==> config.mk <==
export PLATFORM = sky130hd
export DESIGN_NAME = tx66_framer
export DESIGN_NICKNAME = d
export VERILOG_FILES = /design/src/rtl/tx66_pkg.sv /design/src/rtl/tx66_scrambler.sv /design/src/rtl/tx66_gearbox.sv /design/src/rtl/tx66_slot_fsm.sv /design/src/rtl/tx66_framer.sv
export SDC_FILE = /design/constraint.sdc
export NUM_CORES = 1
export LEC_CHECK = 0
export CORE_UTILIZATION = 35
export DETAILED_ROUTE_END_ITERATION = 10
export PLACE_DENSITY_LB_ADDON = 0.3
export SYNTH_ARGS = -nofsm -noshare
export SYNTH_HDL_FRONTEND = slang
export SYNTH_SLANG_ARGS = --single-unit
==> constraint.sdc <==
create_clock -name clk -period 2.65 [get_ports clk]
set_input_delay 0.795 -clock clk [delete_from_list [all_inputs] [get_ports clk]]
set_output_delay 0.795 -clock clk [all_outputs]
set_load 0.01 [all_outputs]
==> src/rtl/tx66_pkg.sv <==
package tx66_pkg;

    // Sequencer states of the framer
    typedef enum logic [1:0] {
        ST_HEAD = 2'd0,
        ST_BODY = 2'd1,
        ST_SLIP = 2'd2
    } slot_e;

    // Header values, bit 0 leaves first
    localparam logic [1:0] HDR_DATA = 2'b10;
    localparam logic [1:0] HDR_CTRL = 2'b01;

    // Control type of the idle block
    localparam logic [7:0] IDLE_TYPE = 8'h78;

    // Scrambler polynomial 1 + x^39 + x^58
    localparam int SCR_LEN   = 58;
    localparam int SCR_TAP_A = 38;
    localparam int SCR_TAP_B = 57;

endpackage

==> src/rtl/tx66_scrambler.sv <==
module tx66_scrambler
    import tx66_pkg::*;
#(
    parameter int                   W    = 8,
    parameter logic [SCR_LEN-1:0]   SEED = 58'h155_5555_5555_5555
) (
    input  logic         clk,
    input  logic         rst,
    input  logic         en,
    input  logic [W-1:0] din,
    output logic [W-1:0] dout
);

    logic [SCR_LEN-1:0] state_q;
    logic [SCR_LEN-1:0] state_nxt;

    always_comb begin
        logic [SCR_LEN-1:0] s;
        logic               o;
        s    = state_q;
        dout = '0;
        for (int i = 0; i < W; i++) begin
            o       = din[i] ^ s[SCR_TAP_A] ^ s[SCR_TAP_B];
            dout[i] = o;
            s       = {s[SCR_LEN-2:0], o};
        end
        state_nxt = s;
    end

    always_ff @(posedge clk) begin
        if (rst) begin
            state_q <= SEED;
        end else if (en) begin
            state_q <= state_nxt;
        end
    end

endmodule

==> src/rtl/tx66_gearbox.sv <==
module tx66_gearbox #(
    parameter int BYTE_W = 8,
    parameter int HDR_W  = 2,
    localparam int IN_W  = BYTE_W + HDR_W,
    localparam int ACC_W = 2 * BYTE_W + HDR_W,
    localparam int LVL_W = $clog2(ACC_W + 1)
) (
    input  logic              clk,
    input  logic              rst,
    input  logic              hdr_en,
    input  logic [HDR_W-1:0]  hdr,
    input  logic              byte_en,
    input  logic [BYTE_W-1:0] byte_in,
    output logic [BYTE_W-1:0] tx_data,
    output logic [LVL_W-1:0]  level
);

    logic [ACC_W-1:0] acc_q;
    logic [ACC_W-1:0] merged;
    logic [LVL_W-1:0] lvl_q;
    logic [LVL_W-1:0] n_in;
    logic [IN_W-1:0]  in_bits;

    always_comb begin
        if (hdr_en) begin
            in_bits = {byte_in, hdr};
            n_in    = LVL_W'(IN_W);
        end else if (byte_en) begin
            in_bits = {{HDR_W{1'b0}}, byte_in};
            n_in    = LVL_W'(BYTE_W);
        end else begin
            in_bits = '0;
            n_in    = '0;
        end
        merged = acc_q | (ACC_W'(in_bits) << lvl_q);
    end

    always_ff @(posedge clk) begin
        if (rst) begin
            acc_q   <= '0;
            lvl_q   <= '0;
            tx_data <= '0;
        end else begin
            tx_data <= merged[BYTE_W-1:0];
            acc_q   <= merged >> BYTE_W;
            lvl_q   <= lvl_q + n_in - LVL_W'(BYTE_W);
        end
    end

    assign level = lvl_q;

endmodule

==> src/rtl/tx66_slot_fsm.sv <==
module tx66_slot_fsm
    import tx66_pkg::*;
#(
    parameter int  BYTES      = 8,
    parameter int  SLIP_EVERY = 4,
    localparam int IDX_W      = $clog2(BYTES),
    localparam int BLK_W      = (SLIP_EVERY > 1) ? $clog2(SLIP_EVERY) : 1
) (
    input  logic             clk,
    input  logic             rst,
    output slot_e            state,
    output logic [IDX_W-1:0] byte_idx,
    output logic             head_slot,
    output logic             push_byte
);

    slot_e            state_q;
    slot_e            state_nxt;
    logic [IDX_W-1:0] idx_q;
    logic [BLK_W-1:0] blk_q;
    logic             last_byte;
    logic             last_blk;

    assign last_byte = (idx_q == IDX_W'(BYTES - 1));
    assign last_blk  = (blk_q == BLK_W'(SLIP_EVERY - 1));

    // Next-state decision
    always_comb begin
        state_nxt = state_q;
        unique case (state_q)
            ST_HEAD: state_nxt = ST_BODY;
            ST_BODY: begin
                if (last_byte) begin
                    state_nxt = last_blk ? ST_SLIP : ST_HEAD;
                end
            end
            ST_SLIP: state_nxt = ST_HEAD;
            default: state_nxt = ST_HEAD;
        endcase
    end

    // State register with slot counters
    always_ff @(posedge clk) begin
        if (rst) begin
            state_q <= ST_HEAD;
            idx_q   <= '0;
            blk_q   <= '0;
        end else begin
            state_q <= state_nxt;
            if (state_q == ST_SLIP || last_byte) begin
                idx_q <= '0;
            end else begin
                idx_q <= idx_q + 1'b1;
            end
            if (state_q == ST_BODY && last_byte) begin
                blk_q <= last_blk ? '0 : blk_q + 1'b1;
            end
        end
    end

    // Outputs
    always_comb begin
        state     = state_q;
        byte_idx  = idx_q;
        head_slot = !rst && (state_q == ST_HEAD);
        push_byte = !rst && (state_q != ST_SLIP);
    end

endmodule

==> src/rtl/tx66_framer.sv <==
module tx66_framer
    import tx66_pkg::*;
#(
    parameter int                 DATA_W = 64,
    parameter int                 BYTE_W = 8,
    parameter logic [SCR_LEN-1:0] SEED   = 58'h155_5555_5555_5555
) (
    input  logic              clk,
    input  logic              rst,
    input  logic              fifo_empty,
    input  logic [DATA_W-1:0] fifo_data,
    output logic              fifo_rd,
    output logic [BYTE_W-1:0] tx_data
);

    localparam int HDR_W      = 2;
    localparam int BYTES      = DATA_W / BYTE_W;
    localparam int IDX_W      = $clog2(BYTES);
    localparam int SLIP_EVERY = BYTE_W / HDR_W;
    localparam int LVL_W      = $clog2(2 * BYTE_W + HDR_W + 1);

    slot_e             slot_state;
    logic [IDX_W-1:0]  byte_idx;
    logic              head_slot;
    logic              push_byte;
    logic [DATA_W-1:0] sel_word;
    logic [DATA_W-1:0] blk_q;
    logic [DATA_W-1:0] blk_shift;
    logic [HDR_W-1:0]  hdr_sel;
    logic [BYTE_W-1:0] plain_byte;
    logic [BYTE_W-1:0] scr_byte;
    logic [LVL_W-1:0]  gb_level;

    tx66_slot_fsm #(
        .BYTES      (BYTES),
        .SLIP_EVERY (SLIP_EVERY)
    ) u_fsm (
        .clk       (clk),
        .rst       (rst),
        .state     (slot_state),
        .byte_idx  (byte_idx),
        .head_slot (head_slot),
        .push_byte (push_byte)
    );

    // Block selection: live word or idle fill
    always_comb begin
        sel_word = fifo_empty ? DATA_W'(IDLE_TYPE) : fifo_data;
        hdr_sel  = fifo_empty ? HDR_CTRL : HDR_DATA;
    end

    always_ff @(posedge clk) begin
        if (rst) begin
            blk_q <= '0;
        end else if (head_slot) begin
            blk_q <= sel_word;
        end
    end

    assign blk_shift  = blk_q >> (int'(byte_idx) * BYTE_W);
    assign plain_byte = head_slot ? sel_word[BYTE_W-1:0] : blk_shift[BYTE_W-1:0];
    assign fifo_rd    = head_slot && !fifo_empty;

    tx66_scrambler #(
        .W    (BYTE_W),
        .SEED (SEED)
    ) u_scr (
        .clk  (clk),
        .rst  (rst),
        .en   (push_byte),
        .din  (plain_byte),
        .dout (scr_byte)
    );

    tx66_gearbox #(
        .BYTE_W (BYTE_W),
        .HDR_W  (HDR_W)
    ) u_gbx (
        .clk     (clk),
        .rst     (rst),
        .hdr_en  (head_slot),
        .hdr     (hdr_sel),
        .byte_en (push_byte),
        .byte_in (scr_byte),
        .tx_data (tx_data),
        .level   (gb_level)
    );

endmodule

==> results of run 1 <==
[path summary, 6_finish.rpt]
kind | start | to | slack (ps) | cells after the start
setup / recovery | rst | fifo_rd | 90 | 4
hold / removal | u_gbx.acc_q[2] | u_gbx.tx_data[2] | 430 | 2
setup reg to reg | u_fsm.state[1] | u_gbx.tx_data[7] | 390 | 6
hold reg to reg | u_gbx.acc_q[2] | u_gbx.tx_data[2] | 430 | 2
[sequential cells by signal, summed over array words and instances (netlist names)]
| signal | count |
|---|---|
| u_fsm.byte_idx | 3 |
| u_gbx.tx_data | 8 |
| u_gbx.acc_q | 10 |
| u_scr.state_q | 58 |
| u_fsm.blk_q | 2 |
| u_fsm.state | 2 |
| u_gbx.level | 4 |
| blk_q | 64 |
[cell usage after synthesis (all sizes together), types with 3 or more instances]
cell type,number,area (µm²)
nand3b,56,420
o221ai,9,78.8
a21oi,78,390
a21o,3,22.5
nand4,5,31.3
nand2,92,345
and3,5,31.3
nand2b,3,18.8
inv,10,37.5
o31ai,3,27.5
nor3,14,80.1
buf,22,144
o22ai,4,31.3
nand3,15,85.1
o22a,24,210
dfxtp,151,3020
nor2,34,128
a22o,27,236
nor2b,13,81.3
o211ai,5,42.5
mux2i,32,320
ha,7,87.6
o32ai,3,26.3
and2,4,25.0
clkbuf,36,135
o21ai,27,143
xnor2,14,123
xor2,14,123
a22oi,16,125
[worst register-to-register path, delay by kind of cell, from the launching register on]
kind	cells	cell delay (ps)
AND/OR/NAND/NOR	3	980
AO/OA/AOI/OAI	1	140
flip-flops	1	360
buffers and inverters	1	280
multiplexers	1	360
[per-layer routing]
layer | vias to the layer above | share of wire, % | global-route usage [%]
li1 | 2854 | - | -
met1 | 2703 | 50 | 26.5
met2 | 130 | 44 | 26.9
met3 | 16 | 4.7 | 3.43
met4 | 0 | 1.4 | 6.41
met5 | - | 0 | 0
[layout by cell type (no fill, tap or decap), drive strengths merged, types with 24 or more instances in the layout]
cell type      count
a21oi             78
o21ai             27
o22a              24
dfxtp            151
a22o              27
nand2             92
buf               45
nand3b            56
mux2i             32
nor2              34
clkdlybuf4s50     72
[area by class of cell]
cell class | instances | area [µm²]
Clock buffer | 19 | 443
Clock inverter | 13 | 135
Fill cell | 1855 | 10300
Inverter | 12 | 45.0
Multi-Input combinational cell | 528 | 3430
Sequential cell | 151 | 3020
Tap cell | 260 | 325
Timing Repair Buffer | 118 | 1120
[cells by family after synthesis]
group                      Yosys count
muxes                               35
buffers and inverters               70
AOI/OAI and AO/OA                  209
adders and majority gates            7
xor gates and xnor gates            28
and+or+nand+nor                    249
DFF                                151
[stage by stage]
stage          power (mW)  setup slack (ps)
2_1_floorplan        2.95               170
3_3_place_gp         3.27              -178
3_5_place_dp         3.27              -194
4_1_cts              5.63              79.4
5_1_grt              5.81              39.2
6_report             5.60              92.6
[timing repair]
| item | in CTS | in global routing |
|---|---|---|
| resized for setup | 1 | 2 |
| setup buffers | 0 | 0 |
| setup endpoints to repair | 1 | 3 |
| cloned | 0 | 0 |
[power groups by stage]
stage	clock, mW	sequential (mW)	combinational [mW]
3_5_place_dp	0	2.49	0.773
6_report	2.38	2.44	0.780
2_1_floorplan	0	2.47	0.481
4_1_cts	2.41	2.44	0.778
3_3_place_gp	0	2.49	0.774
5_1_grt	2.51	2.46	0.848
==> flow_metrics.py, run 1 <==
metrics = {
    "synth": {
        "syn_inst": 749,
        "synth-xor-area-share_pct": 3.62,
        "synth_top_flop_cell": "dfxtp_1",
        "synth_edf_count": 0,
        "synth_area_um2": 6770,
        "yosysSeqAreaShare_pct": 44.6,
        "syn_area_per_cell_um2": 9.04,
        "muxShareOfSynthArea_pct": 5.45,
        "syn_nets": 823,
        "yosys.area_share.adder_pct": 1.29,
        "synth_compound_area_share_pct": 20.9,
        "ys_async_sr_fraction_pct": 0,
        "synthSimpleGateAreaFrac_pct": 19.3,
        "yosysUniqueCellTypes": 60,
        "ys.warnings.count": 0,
        "synth_seq_cells": 151,
        "synth_top_family_by_area": "compound AO/OA/AOI/OAI gates",
    },
    "grt": {
        "grt_pass1_wl_um": 28200,
        "grt_pass1_vias": 5210,
        "grt_overflow_total": 0,
        "grt_max_degree": 76,
        "grt_usage_pct": 18.3,
        "antenna_found_initial": 0,
    },
    "timing": {
        "min_period_ps": 2560,
        "tns_ps": 0,
        "worstMarginPinSlew_ps": 690,
        "fmax_ghz": 0.391,
        "setup_viol": 0,
        "worst_hold_slack_ps": 431,
        "rsz0062_at_grt": "no",
        "finalCritPeriodShare_pct": 96.5,
        "hold_viol": 0,
        "relSlewSlack_pct": 53.9,
        "slew_violations": 0,
        "skew_ps": 11.4,
    },
    "layout": {
        "stdcell_area_um2": 8520,
        "layout.cells.non_filler": 1101,
        "synthToLayoutAreaGrowth_pct": 25.8,
        "fin_util_pct": 45.2,
        "drive_above_1_share_pct": 11.4,
        "finalNetCount": 902,
        "diodes": 0,
    },
    "placement": {
        "hpwl_um": 12800,
        "placed_area_um2": 7940,
        "gp_congestion": 0.885,
        "dpl.cell_count": 1069,
        "io_buffers": 75,
    },
    "clock_network": {
        "clkLatencyLatePin_ps": 430,
        "htreeDepth": 4,
        "clock-sinks": 151,
        "hold_buffers": 0,
        "clock_path_buffers": 2,
        "cts_buffers": 17,
        "cts_tree": "yes",
        "root_buffer": "clkbuf_16",
        "clkTransAtPathRegs_ps": 60,
    },
    "drt": {
        "first_pass_iters": 7,
        "drtIter0Drc": 415,
        "drt-total-wl_um": 18000,
        "drtAntennaViolNets": 0,
        "viasPerCell": 5.18,
        "drc": 0,
        "wl_per_cell_um": 16.3,
        "num_vias": 5703,
    },
    "critical_path": {
        "crit_chain": "buf_2, or3_2, nor2_1, dlygate4sd2_1",
        "worst_path_max_delay_cell": "or3_2",
        "critPathLaunchType": "input pin",
        "path_max_fanout": 2,
        "cp.required_ps": 1860,
        "critPathBufInv": 2,
        "endpoint_kind": "primary output",
        "setup.worst_path.class": "in2out",
        "cp_top_family": "simple AND/OR/NAND/NOR gates",
        "max_stage_delay_ps": 450,
        "cp.arrival_ps": 1760,
    },
    "die": {
        "dieHeight_um": 141,
        "placementRows": 50,
        "start_util_pct": 36.0,
        "ios": 76,
        "die-area_um2": 19900,
        "fp.dieW_um": 141,
        "fp.coreArea_um2": 18800,
    },
    "power": {
        "p_sw_mw": 1.51,
        "internal_power_mw": 4.09,
        "power_frac_seq_pct": 43.6,
        "p_leak_nw": 3.07,
        "ir_drop_mv": 0.313,
        "swShare_pct": 27.0,
        "power.density_nw_per_um2": 658,
        "clock_power_share_pct": 42.5,
        "p_comb_share_pct": 13.9,
    },
    "job": {
        "maxCapViolations": 0,
    },
    "run_status": {
        "status": "finished, final reports clean",
    },
    "worst_hold_path": {
        "hp-class": "reg2reg",
    },
}
(Power assumes the default switching activity.)
==> run 2: changes to the inputs <==
Settings changed: GPL_TIMING_DRIVEN from default to 0.
==> run 2 against run 1 <==
  * Clock-buffer cell count is the same
  * Cell count grew 1.2%
  * Flip-flop and latch count did not move
  * Critical path depth unchanged
  * Non-clock buffer count is 13 higher
  * Maximum frequency decreased by 0.79%
  * Die area did not move
  * Global-route usage is 1.2 points higher
  * Register-to-register slack got worse by 240 ps
  * Highest routed layer unchanged
  * Routed wire length grew 5.4%
  * Combinational power increased by 0.8%
==> flow_metrics.py, run 2 (synthesis results as in run 1) <==
metrics = {
    "clock_network": {
        "htreeDepth": 4,
        "root_buffer": "clkbuf_16",
        "clock_path_buffers": 2,
        "clkTransAtPathRegs_ps": 60,
        "cts_tree": "yes",
        "clkLatencyLatePin_ps": 430,
        "clock-sinks": 151,
        "hold_buffers": 0,
        "cts_buffers": 17,
    },
    "layout": {
        "synthToLayoutAreaGrowth_pct": 24.9,
        "fill_cells": 1887,
        "stdcell_area_um2": 8460,
        "top_regs": "blk_q (64), u_scr.state_q (58), u_gbx.acc_q (10)",
        "layout.cells.non_filler": 1114,
        "drive_above_1_share_pct": 8.20,
        "final_cell_mix": "151 x dfxtp_1, 92 x nand2_1, 78 x a21oi_1",
        "regMostFlops": "blk_q",
        "largest_reg_flops": 64,
        "final_common_cell": "dfxtp_1",
        "diodes": 0,
        "fin_util_pct": 44.9,
        "finalNetCount": 915,
    },
    "grt": {
        "grt_usage_pct": 19.5,
        "grt_pass1_wl_um": 29400,
        "grt_overflow_total": 0,
        "antenna_found_initial": 0,
        "grt_pass1_vias": 5362,
        "grt_max_degree": 20,
    },
    "power": {
        "power.density_nw_per_um2": 668,
        "power_frac_seq_pct": 43.0,
        "p_leak_nw": 2.98,
        "swShare_pct": 26.2,
        "internal_power_mw": 4.17,
        "p_comb_share_pct": 13.9,
        "clock_power_share_pct": 43.0,
        "ir_drop_mv": 0.416,
        "p_sw_mw": 1.48,
    },
    "timing": {
        "setup_viol": 0,
        "min_period_ps": 2580,
        "tns_ps": 0,
        "hold_viol": 0,
        "fmax_ghz": 0.388,
        "worst_hold_slack_ps": 429,
        "slew_violations": 0,
        "relSlewSlack_pct": 51.5,
        "finalCritPeriodShare_pct": 97.3,
        "worstMarginPinSlew_ps": 725,
        "rsz0062_at_grt": "no",
        "skew_ps": 11.5,
    },
    "die": {
        "start_util_pct": 36.0,
        "placementRows": 50,
        "die-area_um2": 19900,
        "fp.dieW_um": 141,
        "fp.coreArea_um2": 18800,
        "ios": 76,
        "dieHeight_um": 141,
    },
    "drt": {
        "drtAntennaViolNets": 0,
        "first_pass_iters": 6,
        "drt-total-wl_um": 19000,
        "drc": 0,
        "viasPerCell": 5.23,
        "drtIter0Drc": 466,
        "wl_per_cell_um": 17.0,
        "num_vias": 5824,
    },
    "placement": {
        "gp_congestion": 0.904,
        "io_buffers": 74,
        "placed_area_um2": 7840,
        "dpl.cell_count": 1083,
        "hpwl_um": 13900,
    },
    "critical_path": {
        "setup.worst_path.class": "in2out",
        "path_max_fanout": 4,
        "crit_chain": "dlygate4sd2_1, or3_4, nor2_4, buf_2",
        "cp.arrival_ps": 1780,
        "critPathBufInv": 2,
        "cp.required_ps": 1860,
        "cp_top_family": "simple AND/OR/NAND/NOR gates",
        "worstReg2RegStart": "u_fsm.byte_idx[0]",
        "worstReg2RegEnd": "u_gbx.acc_q[5]",
        "endpoint_kind": "primary output",
        "max_stage_delay_ps": 380,
        "reg2reg_depth": 9,
        "critPathLaunchType": "input pin",
        "worst_path_max_delay_cell": "or3_4",
        "r2r_slack_ps": 150,
    },
    "worst_hold_path": {
        "hp-class": "reg2reg",
        "hold-path-endpoint": "u_gbx.tx_data[3]",
        "hold_path_depth": 2,
        "min-delay-start": "u_gbx.acc_q[3]",
    },
    "run_status": {
        "status": "finished, final reports clean",
    },
    "job": {
        "maxCapViolations": 0,
    },
}
## run 2: repair_timing
action / in CTS / in global routing
buffers inserted: 1 / 0
endpoints found under the setup margin: 52 / 0
resized for setup: 14 / 0
## run 2: stage by stage
step           setup slack, ps  total power, mW
5_1_grt                   44.3             5.85
6_report                  72.3             5.65
4_1_cts                   71.2             5.68
2_1_floorplan              170             2.95
3_3_place_gp             -1190             3.25
3_5_place_dp             -1200             3.25
## run 2: area by class of cell
cell class	count	area [µm²]	area share (%)
Multi-Input combinational cell	528	3450	40.7
Sequential cell	151	3020	35.7
Timing Repair Buffer	75	742	8.77
Clock buffer	19	453	5.36
Tap cell	260	325	3.85
Buffer	56	277	3.27
Clock inverter	13	148	1.75
Inverter	12	45.0	0.533
## run 2: layer usage
metal / up-vias / routed length [µm] / track usage, %
met5: - / 0 / 0
li1: 2898 / - / -
met3: 25 / 1040 / 4.14
met4: 0 / 367 / 7.32
met2: 185 / 8350 / 29.2
met1: 2716 / 9200 / 27.4
## run 2: how the worst max path moves through the flow
stage / from / endpoint / slack (ps) / depth (start not counted)
2_1_floorplan: rst / u_gbx.level[3] / 170 / 8
3_3_place_gp: rst / u_gbx.level[3] / -1190 / 9
3_5_place_dp: rst / u_gbx.level[3] / -1200 / 9
4_1_cts: rst / fifo_rd / 70 / 4
5_1_grt: rst / fifo_rd / 40 / 4
6_report: rst / fifo_rd / 70 / 4
## run 2: power by group through the flow
stage / clock [mW] / sequential (mW) / combinational (mW)
after detailed placement: 0 / 2.48 / 0.773
after floorplan: 0 / 2.47 / 0.481
after global routing: 2.56 / 2.44 / 0.846
after global placement: 0 / 2.48 / 0.767
final: 2.43 / 2.43 / 0.786
after CTS: 2.47 / 2.43 / 0.778
## run 2: worst register-to-register path, stage by stage, from the launching register on
cell	delay [ps]
dfxtp_1	360
buf_6	150
buf_12	150
buf_6	190
mux2i_1	350
a22oi_2	150
and3_1	220
o32ai_1	610
nand2_1	140
o221ai_1	110
==> run 3: changes to the inputs <==
Settings changed: CORE_MARGIN from default to 1.
==> results of run 3 <==
The final DEF is identical to that of run 2; final timing and power are the same.
